`src/rtl/andor_pkg.sv`:
```
package andor_pkg;
  localparam int ADDR_W = 32;
  localparam int DATA_W = 32;

  // true when more than one bit of v is set
  function automatic logic multi_hot(input logic [63:0] v);
    return (v & (v - 64'd1)) != 64'd0;
  endfunction
endpackage

```
`src/rtl/andor_mgate.sv`:
```
module andor_mgate #(
  parameter int N_MST = 3,
  parameter int AW    = 32,
  parameter int DW    = 32
) (
  input  logic                clk,
  input  logic                rst,
  input  logic [N_MST-1:0]    grant,
  input  logic [N_MST-1:0]    m_req,
  input  logic [N_MST-1:0]    m_we,
  input  logic [N_MST*AW-1:0] m_addr,
  input  logic [N_MST*DW-1:0] m_wdata,
  output logic                b_req,
  output logic                b_we,
  output logic [AW-1:0]       b_addr,
  output logic [DW-1:0]       b_wdata
);
  logic [AW-1:0] g_addr  [N_MST];
  logic [DW-1:0] g_wdata [N_MST];
  logic [N_MST-1:0] g_req, g_we;

  // each master is masked by its own grant bit
  for (genvar i = 0; i < N_MST; i++) begin : g_mask
    assign g_addr[i]  = m_addr[i*AW +: AW]  & {AW{grant[i]}};
    assign g_wdata[i] = m_wdata[i*DW +: DW] & {DW{grant[i]}};
    assign g_req[i]   = m_req[i] & grant[i];
    assign g_we[i]    = m_we[i]  & grant[i];
  end

  // wide OR merge
  always_comb begin
    b_addr  = '0;
    b_wdata = '0;
    for (int i = 0; i < N_MST; i++) begin
      b_addr  = b_addr  | g_addr[i];
      b_wdata = b_wdata | g_wdata[i];
    end
  end
  assign b_req = |g_req;
  assign b_we  = |g_we;


  idle_bus_zero_chk: assert property (@(posedge clk) disable iff (rst)
    (grant == '0) |-> (b_addr == '0 && b_wdata == '0 && !b_req));

  idle_we_low_chk: assert property (@(posedge clk) disable iff (rst)
    (grant == '0) |-> !b_we);
endmodule

```
`src/rtl/andor_decode.sv`:
```
module andor_decode #(
  parameter int N_SLV = 4,
  parameter int AW    = 32,
  parameter logic [N_SLV*AW-1:0] SLV_BASE = '0,
  parameter logic [N_SLV*AW-1:0] SLV_MASK = '0
) (
  input  logic             clk,
  input  logic             rst,
  input  logic             b_req,
  input  logic [AW-1:0]    b_addr,
  output logic [N_SLV-1:0] sel
);
  logic [N_SLV-1:0] hit;

  for (genvar j = 0; j < N_SLV; j++) begin : g_match
    localparam logic [AW-1:0] BASE_J = SLV_BASE[j*AW +: AW];
    localparam logic [AW-1:0] MASK_J = SLV_MASK[j*AW +: AW];
    assign hit[j] = b_req && ((b_addr & MASK_J) == BASE_J);
  end

  // lowest index wins where windows overlap
  always_comb begin
    logic taken;
    taken = 1'b0;
    sel   = '0;
    for (int j = 0; j < N_SLV; j++) begin
      if (hit[j] && !taken) begin
        sel[j] = 1'b1;
        taken  = 1'b1;
      end
    end
  end


  sel_single_chk: assert property (@(posedge clk) disable iff (rst)
    $onehot0(sel));

  sel_idle_chk: assert property (@(posedge clk) disable iff (rst)
    !b_req |-> (sel == '0));
endmodule

```
`src/rtl/andor_sgate.sv`:
```
module andor_sgate #(
  parameter int N_SLV = 4,
  parameter int DW    = 32
) (
  input  logic                clk,
  input  logic                rst,
  input  logic [N_SLV-1:0]    sel,
  input  logic [N_SLV*DW-1:0] s_rdata,
  input  logic [N_SLV-1:0]    s_ack,
  output logic [DW-1:0]       rd_or,
  output logic                ack_or
);
  logic [DW-1:0] g_rd [N_SLV];

  for (genvar j = 0; j < N_SLV; j++) begin : g_mask
    assign g_rd[j] = s_rdata[j*DW +: DW] & {DW{sel[j]}};
  end

  always_comb begin
    rd_or = '0;
    for (int j = 0; j < N_SLV; j++) rd_or = rd_or | g_rd[j];
  end
  assign ack_or = |(s_ack & sel);


  unsel_quiet_chk: assert property (@(posedge clk) disable iff (rst)
    (sel == '0) |-> (rd_or == '0 && !ack_or));
endmodule

```
`src/rtl/andor_watch.sv`:
```
module andor_watch #(
  parameter int N_MST   = 3,
  parameter int TIMEOUT = 6
) (
  input  logic             clk,
  input  logic             rst,
  input  logic [N_MST-1:0] grant,
  input  logic             b_req,
  input  logic             ack_or,
  output logic             to_hit,
  output logic             gnt_fault
);
  import andor_pkg::*;
  localparam int CNT_W = $clog2(TIMEOUT + 1);
  localparam logic [CNT_W-1:0] TO_V = CNT_W'(TIMEOUT);

  logic [CNT_W-1:0] cnt;

  assign to_hit = b_req && (cnt == TO_V);

  always_ff @(posedge clk) begin
    if (rst) begin
      cnt       <= '0;
      gnt_fault <= 1'b0;
    end else begin
      if (to_hit)               cnt <= '0;
      else if (b_req && !ack_or) cnt <= cnt + 1'b1;
      else                       cnt <= '0;
      gnt_fault <= multi_hot(64'(grant));
    end
  end


  cnt_step_chk: assert property (@(posedge clk) disable iff (rst)
    (cnt != '0) |-> $past(b_req && !ack_or));

  hit_restart_chk: assert property (@(posedge clk) disable iff (rst)
    to_hit |=> (cnt == '0));

  fault_set_chk: assert property (@(posedge clk) disable iff (rst)
    ($countones(grant) > 1) |=> gnt_fault);

  fault_clr_chk: assert property (@(posedge clk) disable iff (rst)
    ($countones(grant) <= 1) |=> !gnt_fault);
endmodule

```
`src/rtl/andor_bus_fabric.sv`:
```
module andor_bus_fabric
  import andor_pkg::*;
#(
  parameter int N_MST   = 3,
  parameter int N_SLV   = 4,
  parameter int TIMEOUT = 6,
  parameter logic [N_SLV*ADDR_W-1:0] SLV_BASE =
    {32'h8000_0000, 32'h0000_2000, 32'h0000_1000, 32'h0000_0000},
  parameter logic [N_SLV*ADDR_W-1:0] SLV_MASK =
    {32'hF000_0000, 32'hFFFF_F000, 32'hFFFF_F000, 32'hFFFF_F000}
) (
  input  logic                    clk,
  input  logic                    rst,
  input  logic [N_MST-1:0]        grant,
  input  logic [N_MST-1:0]        m_req,
  input  logic [N_MST-1:0]        m_we,
  input  logic [N_MST*ADDR_W-1:0] m_addr,
  input  logic [N_MST*DATA_W-1:0] m_wdata,
  output logic [DATA_W-1:0]       m_rdata,
  output logic [N_MST-1:0]        m_ack,
  output logic [N_MST-1:0]        m_err,
  output logic [N_SLV-1:0]        s_sel,
  output logic [ADDR_W-1:0]       s_addr,
  output logic [DATA_W-1:0]       s_wdata,
  output logic                    s_we,
  input  logic [N_SLV*DATA_W-1:0] s_rdata,
  input  logic [N_SLV-1:0]        s_ack,
  output logic                    gnt_fault
);
  logic b_req, ack_or, to_hit;

  andor_mgate #(.N_MST(N_MST), .AW(ADDR_W), .DW(DATA_W)) u_mgate (
    .clk(clk), .rst(rst), .grant(grant), .m_req(m_req), .m_we(m_we),
    .m_addr(m_addr), .m_wdata(m_wdata),
    .b_req(b_req), .b_we(s_we), .b_addr(s_addr), .b_wdata(s_wdata));

  andor_decode #(.N_SLV(N_SLV), .AW(ADDR_W),
                 .SLV_BASE(SLV_BASE), .SLV_MASK(SLV_MASK)) u_dec (
    .clk(clk), .rst(rst), .b_req(b_req), .b_addr(s_addr), .sel(s_sel));

  andor_sgate #(.N_SLV(N_SLV), .DW(DATA_W)) u_sgate (
    .clk(clk), .rst(rst), .sel(s_sel), .s_rdata(s_rdata), .s_ack(s_ack),
    .rd_or(m_rdata), .ack_or(ack_or));

  andor_watch #(.N_MST(N_MST), .TIMEOUT(TIMEOUT)) u_watch (
    .clk(clk), .rst(rst), .grant(grant), .b_req(b_req), .ack_or(ack_or),
    .to_hit(to_hit), .gnt_fault(gnt_fault));

  // completion strobes routed back to the granted master only
  assign m_ack = grant & {N_MST{ack_or}};
  assign m_err = grant & {N_MST{to_hit}};


  ack_to_owner_chk: assert property (@(posedge clk) disable iff (rst)
    (gnt_fault == 1'b0 && $onehot0(grant)) |-> ((m_ack & ~grant) == '0));

  err_ack_excl_chk: assert property (@(posedge clk) disable iff (rst)
    (s_sel == '0) |-> (m_ack == '0));
endmodule

```
`config.mk`:
```
export PLATFORM = sky130hd
export DESIGN_NAME = andor_bus_fabric
export DESIGN_NICKNAME = d
export VERILOG_FILES = /design/src/rtl/andor_pkg.sv /design/src/rtl/andor_mgate.sv /design/src/rtl/andor_decode.sv /design/src/rtl/andor_sgate.sv /design/src/rtl/andor_watch.sv /design/src/rtl/andor_bus_fabric.sv
export SDC_FILE = /design/constraint.sdc
export NUM_CORES = 1
export LEC_CHECK = 0
export ABC_AREA = 0
export CORE_AREA = 2 2 172 174
export DETAILED_ROUTE_END_ITERATION = 8
export DIE_AREA = 0 0 174 176
export GPL_ROUTABILITY_DRIVEN = 0
export PLACE_DENSITY = 0.37
export SYNTH_ARGS = -nofsm -noshare
export SYNTH_HDL_FRONTEND = slang
export SYNTH_SLANG_ARGS = --single-unit
```
`constraint.sdc`:
```
create_clock -name clk -period 10.1 [get_ports clk]
set_clock_uncertainty 0.2 [all_clocks]
set_input_delay 3.03 -clock clk [delete_from_list [all_inputs] [get_ports clk]]
set_output_delay 3.03 -clock clk [all_outputs]
set_load 0.01 [all_outputs]
```
=== After elaboration in Yosys (flattened, before gate mapping) ===
Cells that the tools add are included.

* Logic and storage cells: 61
* Input bits: 335
* Flip-flop bits (word level): 4
* Output and inout bits: 108

* Add/sub/neg operators: 2
* Bitwise logic cells: 28
* Reductions and logical operators: 19
* Multiplexer cells: 6
* Equality and inequality tests: 4

{| class="wikitable"
|+ Operator list
! kind !! number
|-
| 32-bit AND || 10
|-
| 32-bit OR || 7
|-
| 3-bit by 64-bit AND with 64-bit output || 1
|-
| 64-bit nonzero test || 1
|-
| 32-bit logical NOT || 1
|-
| 20-bit by 1-bit equality test with 1-bit output (second input constant) || 1
|-
| 20-bit by 2-bit equality test with 1-bit output (second input constant) || 1
|-
| 1-bit logical AND || 9
|-
| 3-bit OR reduction || 3
|-
| 1-bit AND || 6
|-
| 3-bit AND || 2
|-
| 1-bit 2-to-1 mux || 6
|-
| 4-bit AND || 1
|-
| 4-bit equality test (second input constant) || 1
|-
| 1-bit logical NOT || 4
|-
| 4-bit OR reduction || 1
|-
| 3-bit by 1-bit subtractor with 4-bit output (second input constant) || 1
|-
| 3-bit by 1-bit adder with 3-bit output (second input constant) || 1
|-
| 3-bit equality test (second input constant) || 1
|-
| 1-bit inverter || 1
|}

=== Logic depth before layout (Yosys ltp) ===
* Depth after elaboration: 21
* Mapped depth: 10

=== Modules after synthesis ===
Synthesis repeated with hierarchy kept, for this count alone.

* Cell total of the unflattened synthesis: 303
* Area, all modules: 2357.3 um2

{| class="wikitable"
|+ By module, submodules not included
! module !! area an instance (um2) !! times used !! cells an instance
|-
| andor_mgate || 1068.5 || 1 || 153
|-
| andor_sgate || 980.9 || 1 || 115
|-
| andor_watch || 172.7 || 1 || 17
|-
| andor_decode || 97.6 || 1 || 12
|-
| andor_bus_fabric || 37.5 || 1 || 6
|}

=== Worst setup path before layout ===
Ideal clock, no wire load.

* Path type: input -> output
* Start: input port grant[1]
* End: output port m_rdata[22]
* Setup slack: 1.663 ns
* Data required time: 6.870 ns
* Buffers on the path: 3
* Arrival time: 5.207 ns
* Stages: 8
* Cells stage by stage: buf_2 > buf_6 > a222oi_1 > nand2_1 > or4b_4 > or3_4 > buf_2 > o31ai_1

* Longest elaborated chain between the ends: 17

{| class="wikitable"
|+ Ends and longest elaborated chain
! element !! line !! text
|-
| start: declaration || andor_bus_fabric.sv:14 || <nowiki>input logic [N_MST-1:0] grant,</nowiki>
|-
| 32-bit AND || andor_mgate.sv:24 || <nowiki>assign g_addr[i] = m_addr[i*AW +: AW] & {AW{grant[i]}};</nowiki>
|-
| 32-bit OR (2 in series) || andor_mgate.sv:35 || <nowiki>b_addr = b_addr | g_addr[i];</nowiki>
|-
| 32-bit logical NOT || andor_decode.sv:18 || <nowiki>assign hit[j] = b_req && ((b_addr & MASK_J) == BASE_J);</nowiki>
|-
| 1-bit logical AND || andor_decode.sv:18 ||
|-
| 1-bit 2-to-1 mux || andor_decode.sv:27 || <nowiki>if (hit[j] && !taken) begin</nowiki>
|-
| 1-bit logical NOT || andor_decode.sv:27 ||
|-
| 1-bit logical AND || andor_decode.sv:27 ||
|-
| 1-bit 2-to-1 mux || andor_decode.sv:27 ||
|-
| 1-bit logical NOT || andor_decode.sv:27 ||
|-
| 1-bit logical AND || andor_decode.sv:27 ||
|-
| 1-bit 2-to-1 mux || andor_decode.sv:27 ||
|-
| 1-bit logical NOT || andor_decode.sv:27 ||
|-
| 1-bit logical AND || andor_decode.sv:27 ||
|-
| 1-bit 2-to-1 mux || andor_decode.sv:27 ||
|-
| 32-bit AND || andor_sgate.sv:16 || <nowiki>assign g_rd[j] = s_rdata[j*DW +: DW] & {DW{sel[j]}};</nowiki>
|-
| 32-bit OR (*) || andor_sgate.sv:21 || <nowiki>for (int j = 0; j < N_SLV; j++) rd_or = rd_or | g_rd[j];</nowiki>
|-
| end: declaration || andor_bus_fabric.sv:19 || <nowiki>output logic [DATA_W-1:0] m_rdata,</nowiki>
|}

Mark *: on every way between the ends. The rest lies on a longest branch, timed or not.

=== Final worst setup path ===
* Start: input port m_addr[29]
* End: output port m_rdata[22]

* Longest elaborated chain between the ends: 17

{| class="wikitable"
|+ Ends and longest elaborated chain
! element !! line !! text
|-
| start: declaration || andor_bus_fabric.sv:17 || <nowiki>input logic [N_MST*ADDR_W-1:0] m_addr,</nowiki>
|-
| 32-bit AND (*) || andor_mgate.sv:24 ||
|-
| 32-bit OR (*) (2 in series) || andor_mgate.sv:35 ||
|-
| 32-bit logical NOT || andor_decode.sv:18 ||
|-
| 1-bit logical AND || andor_decode.sv:18 ||
|-
| 1-bit 2-to-1 mux || andor_decode.sv:27 ||
|-
| 1-bit logical NOT || andor_decode.sv:27 ||
|-
| 1-bit logical AND || andor_decode.sv:27 ||
|-
| 1-bit 2-to-1 mux || andor_decode.sv:27 ||
|-
| 1-bit logical NOT || andor_decode.sv:27 ||
|-
| 1-bit logical AND || andor_decode.sv:27 ||
|-
| 1-bit 2-to-1 mux || andor_decode.sv:27 ||
|-
| 1-bit logical NOT || andor_decode.sv:27 ||
|-
| 1-bit logical AND || andor_decode.sv:27 ||
|-
| 1-bit 2-to-1 mux || andor_decode.sv:27 ||
|-
| 32-bit AND || andor_sgate.sv:16 ||
|-
| 32-bit OR (*) || andor_sgate.sv:21 ||
|}

Marked as above.

==> out/qor.yml <==
synth:
  ys_types: 34
  synth_simple_gate_area_share_pct: 11.9
  synth_seq_cells: 4
  synth_top_area_cell: "a222oi_1"
  synth_fa_ha_area_share_pct: 1.15
  synth_cells: 315
  ys_top_cells_by_count: "69 x inv_1, 68 x a222oi_1, 30 x a22oi_1, 30 x mux2i_1, 27 x o21ai_0"
  syn_area_mm2: 0.00217
  synth.top_cells.by_area: "a222oi_1 31%, mux2i_1 14%, inv_1 12%, a22oi_1 10%, o21ai_0 6.2%"
  ys_seq_area_share_pct: 3.68
  synth_fp_nets: 652
  synth-main-ff-cell: "dfxtp_1"
  yosysMostFrequentCell: "inv_1"
  synth_compound_area_share_pct: 50.3
  ys_warn_count: 0
  async_reset_ff_share_pct: 0
  synthMuxAreaShare_pct: 13.8
  yosys.area_share.xor_xnor_pct: 0
  syn_area_per_cell_um2: 6.90
  synth_top_area_share_pct: 31.3
  synth_top_family_by_area: "compound AO/OA/AOI/OAI gates"
  synth_edf_count: 0
sta:
  setup_viol: 0
  tns_ns: 0
  rsz0062_at_grt: "no"
  slew_headroom_pct: 37.6
  max_freq_mhz: 103
  maxSlewViolCount: 0
  hold_viol: 0
  hold_ws_ns: 0.358
  fin_crit_ns: 9.74
  period_share_pct: 96.5
  tightest_slew_ns: 0.930
worst_setup_path:
  cp-end-kind: "output port"
  worst-setup-path-type: "in -> out"
  critical_path.max_fanout: 25
  arrival_ns: 6.51
  worstPathRequired_ns: 6.87
  worstSetupStartpointType: "input pin"
  reg2reg_depth: 5
pwr:
  power_uw: 363
  irDropWorstVdd_v: 0.0000289
  p_leak_nw: 2.75
  powerDensity_mw_per_mm2: 50.8
routing:
  vias: 4546
  wl_per_cell_um: 19.3
  drcViolationCount: 0
  via_per_inst: 4.02
  firstDrtPassIters: 8
  drtIter0Drc: 272
  ant_nets: 0
  wl_um: 21800
die:
  die_y_um: 176
  dieArea_mm2: 0.0306
  die_w_um: 174
  design.core.area_mm2: 0.0285
  rows: 62
  initial_core_util_pct: 7.61
  ioPinCount: 443
finish:
  nets: 1085
  fin_area_mm2: 0.00716
  syn2layout_area_growth_pct: 229
  diodes: 0
  drive_above_1_share_pct: 4.69
  fillers: 3166
  utilization_pct: 25.1
clock_network:
  cts_resized: 0
  root_buffer: "clkbuf_16"
  cts.clk_slew.worst_paths_ns: 0.03
  ctsHoldBuffers: 0
  cts_buffers: 3
  tritoncts: "yes"
  clock_latency_ns: 0.23
  cts_max_level: 1
  clock_path_buffers: 2
  cts.sinks: 4
  postCtsSetupRepairBufs: 0
grt:
  grtUsageTotal_pct: 13.2
  grt.overflow.total: 0
  grt_pass1_vias: 4869
  grt_pass1_wl_um: 30900
  antenna_found_initial: 1
  grt_max_degree: 33
job:
  max_cap_violations: 0
placed_design:
  port_buffers: 442
  hpwl_um: 18800
  placedInstanceArea_mm2: 0.00708
status:
  status: "completed"
worst_hold_path:
  hold_depth: 2
  hold_path.class: "reg -> reg"
## state kept, by name, summed over array words and instances (netlist names)
signal             count
u_watch.gnt_fault      1
u_watch.cnt            3
## placed cells by master (no fill, tap or decap), types with 2 or more instances in the layout
cell type,n
clkdlybuf4s50_1,439
inv_1,69
a222oi_1,68
dfxtp_1,4
a22oi_1,30
o21ai_0,27
and3_1,2
mux2i_1,30
ha_1,2
nand2b_1,2
nor4_1,3
or3_1,2
buf_2,3
clkbuf_16,3
buf_4,22
nand2_1,9
o21ai_1,2
nor2_1,3
o31ai_1,4
nor2b_1,3
and2_1,6
## final timing paths
check / slack, ns / start / endpoint
setup / recovery: 0.36 / m_addr[29] / m_rdata[22]
hold / removal: 0.36 / u_watch.cnt[0] / u_watch.cnt[0]
setup reg to reg: 8.88 / u_watch.cnt[0] / u_watch.cnt[2]
hold reg to reg: 0.36 / u_watch.cnt[0] / u_watch.cnt[0]
## report_power, final
| part | leakage, nW | switching [mW] | internal [mW] |
|---|---|---|---|
| logic | 2.68 | 0.0973 | 0.186 |
| clock network | 0.0370 | 0.0123 | 0.0507 |
| registers | 0.0329 | 0.000417 | 0.0168 |
| total | 2.75 | 0.110 | 0.253 |
## through the flow
step	std cells	setup WS, ns
floorplan	315	1.66
global placement	1127	0.136
detailed placement	1127	0.142
CTS	1130	0.129
global route	1130	0.0738
finish	1130	0.358
## cell type report
class / count / area (um2) / share of cell area, %
clock buffers: 3 / 75.1 / 1.05
repair buffers: 464 / 4570 / 63.9
flip-flops and latches: 4 / 80.1 / 1.12
inverters: 70 / 263 / 3.67
well taps: 384 / 480 / 6.71
multi-input cells: 205 / 1680 / 23.5
## cell families (layout without fill, tap and decap cells)
family                   after synthesis  count (layout)
AO/OA/AOI/OAI                        133             133
adder cells (fa/ha/maj)                2               2
buffers and inverters                106             537
flip-flops                             4               4
multiplexers                          30              30
AND/OR/NAND/NOR                       40              40
## per-layer routing
metal / track usage (%) / wire, um / part of all wire [%]
met5: 0 / 0 / 0
met4: 2.66 / 335 / 1.5
met3: 3.62 / 1990 / 9.1
met2: 25.9 / 11500 / 53
met1: 14.0 / 7930 / 36
## worst max-delay path, stage by stage
cell	delay, ns
clkdlybuf4s50_1	0.40
a222oi_1	0.81
and3_1	0.29
or4b_4	0.53
nor4_4	0.25
buf_4	0.35
a222oi_1	0.15
o31ai_1	0.10
clkdlybuf4s50_1	0.59
Note: power is estimated with default switching activity, not from simulation.
